`src/rtl/uart_irq_pkg.sv`:
```
package uart_irq_pkg;

   localparam int CODE_W  = 6;
   localparam int NUM_SRC = 7;

   // priority slots, slot 0 is highest
   localparam int SLOT_LSR = 0;
   localparam int SLOT_TMO = 1;
   localparam int SLOT_RXD = 2;
   localparam int SLOT_THR = 3;
   localparam int SLOT_MSR = 4;
   localparam int SLOT_XOF = 5;
   localparam int SLOT_FLW = 6;

   localparam logic [CODE_W-1:0] CODE_NONE = 6'b000001;

   function automatic logic [CODE_W-1:0] src_code(int slot);
      case (slot)
         SLOT_LSR: return 6'b000110;
         SLOT_TMO: return 6'b001100;
         SLOT_RXD: return 6'b000100;
         SLOT_THR: return 6'b000010;
         SLOT_MSR: return 6'b000000;
         SLOT_XOF: return 6'b010000;
         default:  return 6'b100000;
      endcase
   endfunction

   // which enable bit governs each slot
   function automatic int src_en_bit(int slot);
      case (slot)
         SLOT_LSR: return 2;
         SLOT_TMO: return 0;
         SLOT_RXD: return 0;
         SLOT_THR: return 1;
         SLOT_MSR: return 3;
         SLOT_XOF: return 4;
         default:  return 5;
      endcase
   endfunction

endpackage

```
`src/rtl/uart_irq_flag.sv`:
```
module uart_irq_flag #(
   parameter bit SET_WINS = 1'b1
) (
   input  logic clk,
   input  logic rst_n,
   input  logic set_i,
   input  logic clr_i,
   output logic flag_o
);

   logic flag_q;

   generate
      if (SET_WINS) begin : g_set_wins
         always_ff @(posedge clk) begin
            if (!rst_n) flag_q <= 1'b0;
            else        flag_q <= set_i | (flag_q & ~clr_i);
         end
      end else begin : g_clr_wins
         always_ff @(posedge clk) begin
            if (!rst_n) flag_q <= 1'b0;
            else        flag_q <= ~clr_i & (flag_q | set_i);
         end
      end
   endgenerate

   assign flag_o = flag_q;

endmodule

```
`src/rtl/uart_irq_edge.sv`:
```
module uart_irq_edge #(
   parameter int N = 2
) (
   input  logic         clk,
   input  logic         rst_n,
   input  logic [N-1:0] pins_n_i,
   output logic         rise_o
);

   logic [N-1:0] prev_q;

   always_ff @(posedge clk) begin
      if (!rst_n) prev_q <= '1;
      else        prev_q <= pins_n_i;
   end

   // inactive-high transition on any pin
   assign rise_o = |(pins_n_i & ~prev_q);

endmodule

```
`src/rtl/uart_irq_prio.sv`:
```
module uart_irq_prio #(
   parameter int N = uart_irq_pkg::NUM_SRC,
   parameter int W = uart_irq_pkg::CODE_W
) (
   input  logic [N-1:0] pend_i,
   output logic [N-1:0] sel_o,
   output logic         any_o,
   output logic [W-1:0] code_o
);

   generate
      if (W != uart_irq_pkg::CODE_W) begin : g_bad_w
         $error("uart_irq_prio: W must equal CODE_W");
      end
      if (N != uart_irq_pkg::NUM_SRC) begin : g_bad_n
         $error("uart_irq_prio: N must equal NUM_SRC");
      end
   endgenerate

   always_comb begin
      logic seen;
      logic [W-1:0] acc;
      seen  = 1'b0;
      acc   = uart_irq_pkg::CODE_NONE;
      sel_o = '0;
      for (int i = 0; i < N; i++) begin
         if (pend_i[i] && !seen) begin
            sel_o[i] = 1'b1;
            acc      = uart_irq_pkg::src_code(i);
         end
         seen = seen | pend_i[i];
      end
      any_o  = seen;
      code_o = acc;
   end

endmodule

```
`src/rtl/uart_irq_ident.sv`:
```
module uart_irq_ident #(
   parameter int EN_W           = 6,
   parameter int FLOW_PINS      = 2,
   parameter int MODE_BITS      = 4,
   parameter bit SET_OVER_CLEAR = 1'b1
) (
   input  logic                 clk,
   input  logic                 rst_n,
   input  logic [EN_W-1:0]      en_i,
   input  logic [FLOW_PINS-1:0] flow_pins_n_i,
   input  logic                 rx_err_lvl_i,
   input  logic                 rx_trig_lvl_i,
   input  logic                 ovr_evt_i,
   input  logic                 tmo_evt_i,
   input  logic                 txh_evt_i,
   input  logic                 msr_evt_i,
   input  logic                 xoff_evt_i,
   input  logic                 xon_evt_i,
   input  logic                 spec_evt_i,
   input  logic                 lsr_rd_i,
   input  logic                 rhr_rd_i,
   input  logic                 thr_wr_i,
   input  logic                 msr_rd_i,
   input  logic                 id_rd_i,
   output logic                 irq_o,
   output logic [5:0]           id_code_o
);

   import uart_irq_pkg::*;

   localparam int NSRC  = NUM_SRC;
   localparam int NFLAG = 7;
   // latched flag positions
   localparam int F_OVR = 0;
   localparam int F_TMO = 1;
   localparam int F_THR = 2;
   localparam int F_MSR = 3;
   localparam int F_XOF = 4;
   localparam int F_SPC = 5;
   localparam int F_FLW = 6;

   generate
      if (EN_W != 6) begin : g_bad_en
         $error("uart_irq_ident: EN_W must be 6");
      end
      if (MODE_BITS < 1 || MODE_BITS > EN_W) begin : g_bad_mode
         $error("uart_irq_ident: MODE_BITS out of range");
      end
      if (FLOW_PINS < 1) begin : g_bad_flow
         $error("uart_irq_ident: FLOW_PINS must be at least 1");
      end
   endgenerate

   logic             flow_rise;
   logic [NFLAG-1:0] f_set, f_clr, f_q;
   logic [NSRC-1:0]  raw, pend, sel, id_hit;
   logic             any_pend;
   logic [CODE_W-1:0] code;

   uart_irq_edge #(.N(FLOW_PINS)) u_edge (
      .clk      (clk),
      .rst_n    (rst_n),
      .pins_n_i (flow_pins_n_i),
      .rise_o   (flow_rise)
   );

   // an ID read clears only what it returned
   assign id_hit = sel & {NSRC{id_rd_i}};

   always_comb begin
      f_set        = '0;
      f_clr        = '0;
      f_set[F_OVR] = ovr_evt_i;   f_clr[F_OVR] = lsr_rd_i;
      f_set[F_TMO] = tmo_evt_i;   f_clr[F_TMO] = rhr_rd_i;
      f_set[F_THR] = txh_evt_i;   f_clr[F_THR] = thr_wr_i | id_hit[SLOT_THR];
      f_set[F_MSR] = msr_evt_i;   f_clr[F_MSR] = msr_rd_i;
      f_set[F_XOF] = xoff_evt_i;  f_clr[F_XOF] = xon_evt_i;
      f_set[F_SPC] = spec_evt_i;  f_clr[F_SPC] = id_hit[SLOT_XOF];
      f_set[F_FLW] = flow_rise;   f_clr[F_FLW] = id_hit[SLOT_FLW];
   end

   generate
      for (genvar g = 0; g < NFLAG; g++) begin : g_flag
         uart_irq_flag #(.SET_WINS(SET_OVER_CLEAR)) u_flag (
            .clk    (clk),
            .rst_n  (rst_n),
            .set_i  (f_set[g]),
            .clr_i  (f_clr[g]),
            .flag_o (f_q[g])
         );
      end
   endgenerate

   always_comb begin
      raw           = '0;
      raw[SLOT_LSR] = f_q[F_OVR] | rx_err_lvl_i;
      raw[SLOT_TMO] = f_q[F_TMO];
      raw[SLOT_RXD] = rx_trig_lvl_i;
      raw[SLOT_THR] = f_q[F_THR];
      raw[SLOT_MSR] = f_q[F_MSR];
      raw[SLOT_XOF] = f_q[F_XOF] | f_q[F_SPC];
      raw[SLOT_FLW] = f_q[F_FLW];
   end

   generate
      for (genvar s = 0; s < NSRC; s++) begin : g_mask
         localparam int EB = src_en_bit(s);
         assign pend[s] = raw[s] & en_i[EB];
      end
   endgenerate

   uart_irq_prio #(.N(NSRC), .W(CODE_W)) u_prio (
      .pend_i (pend),
      .sel_o  (sel),
      .any_o  (any_pend),
      .code_o (code)
   );

   assign id_code_o = code;
   assign irq_o     = any_pend & (|en_i[MODE_BITS-1:0]);

endmodule

```
`config.mk`:
```
export PLATFORM = sky130hd
export DESIGN_NAME = uart_irq_ident
export DESIGN_NICKNAME = d
export VERILOG_FILES = /design/src/rtl/uart_irq_pkg.sv /design/src/rtl/uart_irq_flag.sv /design/src/rtl/uart_irq_edge.sv /design/src/rtl/uart_irq_prio.sv /design/src/rtl/uart_irq_ident.sv
export SDC_FILE = /design/constraint.sdc
export NUM_CORES = 1
export LEC_CHECK = 0
export ABC_CLOCK_PERIOD_IN_PS = 1200
export BUFFER_PORTS_ARGS = -buffer_cell sky130_fd_sc_hd__buf_2
export CORE_AREA = 2 2 40 42
export DETAILED_ROUTE_END_ITERATION = 8
export DIE_AREA = 0 0 42 44
export PLACE_DENSITY = 0.78
export SYNTH_ARGS = -nofsm -noshare
export SYNTH_HDL_FRONTEND = slang
export SYNTH_SLANG_ARGS = --single-unit
export TNS_END_PERCENT = 50
```
`constraint.sdc`:
```
create_clock -name clk -period 1.2 [get_ports clk]
set_clock_uncertainty 0.15 [all_clocks]
set_input_delay 0.12 -clock clk [delete_from_list [all_inputs] [get_ports clk]]
set_output_delay 0.12 -clock clk [all_outputs]
set_load 0.01 [all_outputs]
```
Word level (Yosys, flattened, before mapping)
Index checks and enable logic that the tools add are counted.
{"block": "op_classes", "n_mux": 14, "n_bitwise": 41, "n_reduce_logical": 14}
{"cell": "6-bit two-way mux", "n": 6}
{"cell": "1-bit OR", "n": 16}
{"cell": "1-bit AND", "n": 15}
{"cell": "7-bit AND", "n": 1}
{"cell": "1-bit two-way mux", "n": 7}
{"cell": "1-bit NOT", "n": 7}
{"cell": "1-bit logical AND", "n": 6}
{"cell": "1-bit zero test", "n": 6}
{"cell": "4-bit OR reduction", "n": 1}
{"cell": "3-bit two-way mux", "n": 1}
{"cell": "2-bit AND", "n": 1}
{"cell": "2-bit NOT", "n": 1}
{"cell": "2-bit OR reduction", "n": 1}
{"block": "totals", "ff_bits": 9, "inputBits": 24, "output_inout_bits": 7, "word_cells": 77}

Longest topological paths before layout
{"block": "logic_depth", "ltp_word": 15, "depth_mapped": 4, "mapped_depth_nobuf": 3}

Modules after synthesis
A second synthesis with hierarchy kept.
{"block": "unflattened", "cells_unflattened": 56, "area_unflattened_um2": 559.3}
{"mod": "uart_irq_flag", "instances": 7, "cells_per_inst": 3, "area_per_inst_um2": 41.3, "seq_area_each_um2": 20.0}
{"mod": "uart_irq_prio", "instances": 1, "cells_per_inst": 17, "area_per_inst_um2": 123.9, "seq_area_each_um2": 0.0}
{"mod": "uart_irq_ident", "instances": 1, "cells_per_inst": 11, "area_per_inst_um2": 78.8, "seq_area_each_um2": 0.0}
{"mod": "uart_irq_edge", "instances": 1, "cells_per_inst": 7, "area_per_inst_um2": 67.6, "seq_area_each_um2": 40.0}

Worst setup path after synthesis
OpenSTA, ideal clock, no wires.
{"block": "synth_timing", "path_type": "reg2out", "from": "reg g_flag[0].u_flag.flag_q", "to": "out id_code_o[1]", "arrival_ns": 1.028, "required_ns": 0.930, "slack_ns": -0.098, "path_stages_with_launch": 4, "n_path_buf": 0, "path_cell_list": "dfxtp_1 -> o21ai_2 -> nand2_1 -> o21ai_0"}
{"block": "synth_between", "elab_chain_len": 10, "elab_cells_between_ends": 26, "classes_between": "mux: 7; bitwise: 7; reduce/logical: 12"}
{"element": "from (decl)", "line_no": "uart_irq_flag.sv:11", "text": "logic flag_q;"}
{"element": "from (signal assigned)", "line_no": "uart_irq_flag.sv:17", "text": "else flag_q <= set_i | (flag_q & ~clr_i);"}
{"element": "1-bit OR *", "line_no": "uart_irq_ident.sv:96", "text": "raw[SLOT_LSR] = f_q[F_OVR] | rx_err_lvl_i;"}
{"element": "1-bit AND *", "line_no": "uart_irq_ident.sv:108", "text": "assign pend[s] = raw[s] & en_i[EB];"}
{"element": "1-bit zero test / 1-bit OR (equally long branches)", "line_no": "uart_irq_prio.sv:27, uart_irq_prio.sv:31"}
{"element": "1-bit logical AND (tied with other cells)", "line_no": "uart_irq_prio.sv:27", "text": "if (pend_i[i] && !seen) begin"}
{"element": "6-bit two-way mux (tied with other cells) (4 in a row)", "line_no": "uart_irq_prio.sv:27"}
{"element": "6-bit two-way mux / 1-bit logical AND (equally long branches)", "line_no": "uart_irq_prio.sv:27"}
{"element": "6-bit two-way mux *", "line_no": "uart_irq_prio.sv:27"}
{"element": "to (decl)", "line_no": "uart_irq_ident.sv:26", "text": "output logic [5:0] id_code_o"}
Mark *: on every way between the ends. The rest lies on a longest branch, timed or not.

Worst setup path after layout
{"block": "layout_timing", "from": "reg g_flag[2].u_flag.flag_q", "to": "out irq_o"}
{"block": "layout_between", "elab_chain_len": 6}
{"element": "from (decl)", "line_no": "uart_irq_flag.sv:11"}
{"element": "from (signal assigned)", "line_no": "uart_irq_flag.sv:17"}
{"element": "1-bit AND", "line_no": "uart_irq_ident.sv:108"}
{"element": "1-bit OR (4 in a row)", "line_no": "uart_irq_prio.sv:31", "text": "seen = seen | pend_i[i];"}
{"element": "1-bit AND", "line_no": "uart_irq_ident.sv:120", "text": "assign irq_o = any_pend & (|en_i[MODE_BITS-1:0]);"}
{"element": "to (decl)", "line_no": "uart_irq_ident.sv:25", "text": "output logic irq_o,"}
No other way between the ends.

==> flow_metrics.tcl <==
set metrics [dict create \
    syn_area_per_cell_um2 9.109 \
    vias 547 \
    drt-vias-per-instance 4.841 \
    yosysUniqueCellTypes 22 \
    num_io_pins 31 \
    yosysWarnings 0 \
    hold_viol 0 \
    ys_ff_latch 9 \
    path_clk_slew_ns 0.06 \
    row_count 14 \
    overflow 0 \
    die_area_mm2 0.001848 \
    switching_share 0.2690 \
    synth_area_um2 455.4 \
    die_y_um 44 \
    fin_cells 113 \
    drc 0 \
    crit_required_ns 0.93 \
    crit_cells 4 \
    max_slew.worst_pin.slew_ns 0.2221 \
    final_common_cell "buf_2" \
    ir_drop_mv 0.6907 \
    syn2layout_area_growth_pct 75.55 \
    drive_gt1_frac 0.4845 \
    seq_area_frac_synth 0.3956 \
    critPathArrivalTime_ns 1.25 \
    port_buffers 30 \
    end_kind "primary output" \
    wl_mm 1.296 \
    rrSetupSlack_ns -0.21 \
    nets 122 \
    timing.final.crit_share 1.265 \
    crit_chain "a22o_1 -> and4b_1 -> a21oi_1 -> buf_2" \
    layout_common_cells "buf_2, dlygate4sd3_1, nand2_1, dfxtp_1" \
    coreArea_mm2 0.001419 \
    synth_cells 50 \
    grt_antenna_before_repair 0 \
    start_util 0.3210 \
    p_leak_nw 0.3879 \
    wl_per_cell_um 11.47 \
    finalSetupViolations 9 \
    h-tree-depth 1 \
    clkPwrFrac 0.303 \
    post-dp-hpwl_um 882.4 \
    cpMaxStageDelayCell "dfxtp_2" \
    pwr-share-seq 0.431 \
    clockBufferDepth 2 \
    grt.total_usage 0.1633 \
    r2r-end "g_flag[6].u_flag.flag_o$_SDFF_PN0_" \
    violations "setup timing" \
    final_max_slew_viol_count 0 \
    maxCapViolations 0 \
    first_global_vias 556 \
    ant_nets 0 \
    critPathCapture "irq_o" \
    critPathBufInv 1 \
    crit_type "flip-flop to primary output" \
    cts_tree "done" \
    setup_ws_ns -0.3175 \
    die_w_um 42 \
    p_switching_mw 0.2086 \
    critPathMaxStageDelay_ns 0.32 \
    dp.cells 96 \
    cp_max_fo 3 \
    clock_latency_ns 0.26 \
    p_comb_frac 0.266 \
    power_mw 0.7756 \
    powerDensity_mw_per_mm2 970.1 \
    fin_crit_ns 1.517 \
    diodes 0 \
    drtIter0Drc 1 \
    slew_headroom 0.8506 \
    numClockSinks 9 \
    hold_path_class "input pin to flip-flop" \
    grt_first_pass_wirelength_mm 2.194 \
    rr_startpoint "g_flag[2].u_flag.flag_o$_SDFF_PN0_" \
    grt_max_degree 11 \
    worst_setup_path_start_kind "flip-flop" \
    fmax_ghz 0.6590 \
    setup-tns-final_ns -2.032 \
    rsz0062_at_grt "true" \
    r2r_cells 4 \
    gp_congestion 0.7174 \
    critPathTopFamily "flip-flops" \
    hold_ws_ns 0.005481 \
    startpoint "g_flag[2].u_flag.flag_o$_SDFF_PN0_" \
    internal-power_mw 0.5670 \
    clockRootBuffer "clkbuf_4" \
    outcome "finished with violations" \
    first_pass_iters 2 \
    synth_nets 74 \
    cts_buffers 3 \
]
area by class of cell:
type	instances	area, µm²
clock buffers	4	26.28
fillers	129	619.3
inverters	4	15.01
multi-input cells	36	274.0
flip-flops and latches	9	183.9
well taps	16	20.02
repair buffers	44	280.3
power groups by stage:
stage	clock network, mW	registers (mW)	logic, mW
final	0.235	0.334	0.206
after floorplan	0	0.336	0.0865
after CTS	0.241	0.335	0.201
after global routing	0.262	0.337	0.225
after global placement	0	0.339	0.157
after detailed placement	0	0.339	0.160
worst min-delay path by stage:
stage	start	end	depth (start not counted)
detailed placement	flow_pins_n_i[0]	u_edge.prev_q[0]$_SDFF_PN1_	3
global placement	flow_pins_n_i[1]	u_edge.prev_q[1]$_SDFF_PN1_	3
CTS	rhr_rd_i	g_flag[1].u_flag.flag_o$_SDFF_PN0_	3
global route	rhr_rd_i	g_flag[1].u_flag.flag_o$_SDFF_PN0_	3
finish	rhr_rd_i	g_flag[1].u_flag.flag_o$_SDFF_PN0_	3
floorplan	id_rd_i	g_flag[5].u_flag.flag_o$_SDFF_PN0_	1
sequential cells by signal, summed over array words and instances, names as in the netlist:
signal and cells:
g_flag.u_flag.flag_o 7, u_edge.prev_q 2
metrics by stage:
step	cell area (µm²)	utilization	worst slack [ns]
after floorplan	455.4	-	-0.05253
after global placement	629.4	0.4436	-0.09521
after detailed placement	629.4	0.4436	-0.1175
after CTS	790.8	0.5573	-0.3279
after global routing	799.5	0.5635	-0.3818
final	799.5	0.5635	-0.3175
worst min-delay path, delay by kind of cell:
family / cells / cell delay (ns)
compound gates: 1 / 0.15
buf+inv: 1 / 0.08
simple gates: 1 / 0.03
cells in the mapped netlist, drive strengths merged:
master / count / area share
a31oi: 1 / 0.014
a22o: 2 / 0.038
o22ai: 1 / 0.014
clkbuf: 1 / 0.0082
dfxtp: 9 / 0.40
and3: 1 / 0.014
nor4: 1 / 0.014
and4bb: 1 / 0.027
o21ai: 5 / 0.096
o21a: 4 / 0.066
and4b: 1 / 0.022
nand4b: 1 / 0.052
inv: 4 / 0.033
nand2: 7 / 0.058
o221ai: 1 / 0.019
nor2b: 4 / 0.055
o311a: 1 / 0.022
nor2: 2 / 0.016
nand4: 1 / 0.014
a21oi: 2 / 0.022
metal layers:
layer | vias to the layer above | share of wire | GRT usage | wire length (µm)
li1 | 277 | - | - | -
met1 | 241 | 0.41 | 0.1620 | 537
met2 | 25 | 0.48 | 0.3031 | 617
met3 | 4 | 0.077 | 0.03333 | 100
met4 | 0 | 0.032 | 0.1161 | 41
met5 | - | 0 | 0 | 0
kinds of logic (layout without fill, tap and decap cells):
group | count (synthesis) | count (layout) | synth area share
simple gates | 19 | 19 | 0.2720
compound gates | 17 | 17 | 0.2913
buf+inv | 5 | 52 | 0.04119
flops | 9 | 9 | 0.3956
timing repair:
item / CTS / global route
endpoints found under the hold margin: 8 / 0
setup buffers: 2 / 1
setup endpoints to repair: 10 / 10
pin swaps: 8 / 1
gates resized for setup: 6 / 1
hold buffers: 10 / 0
Power figures use the tool's default switching activity.
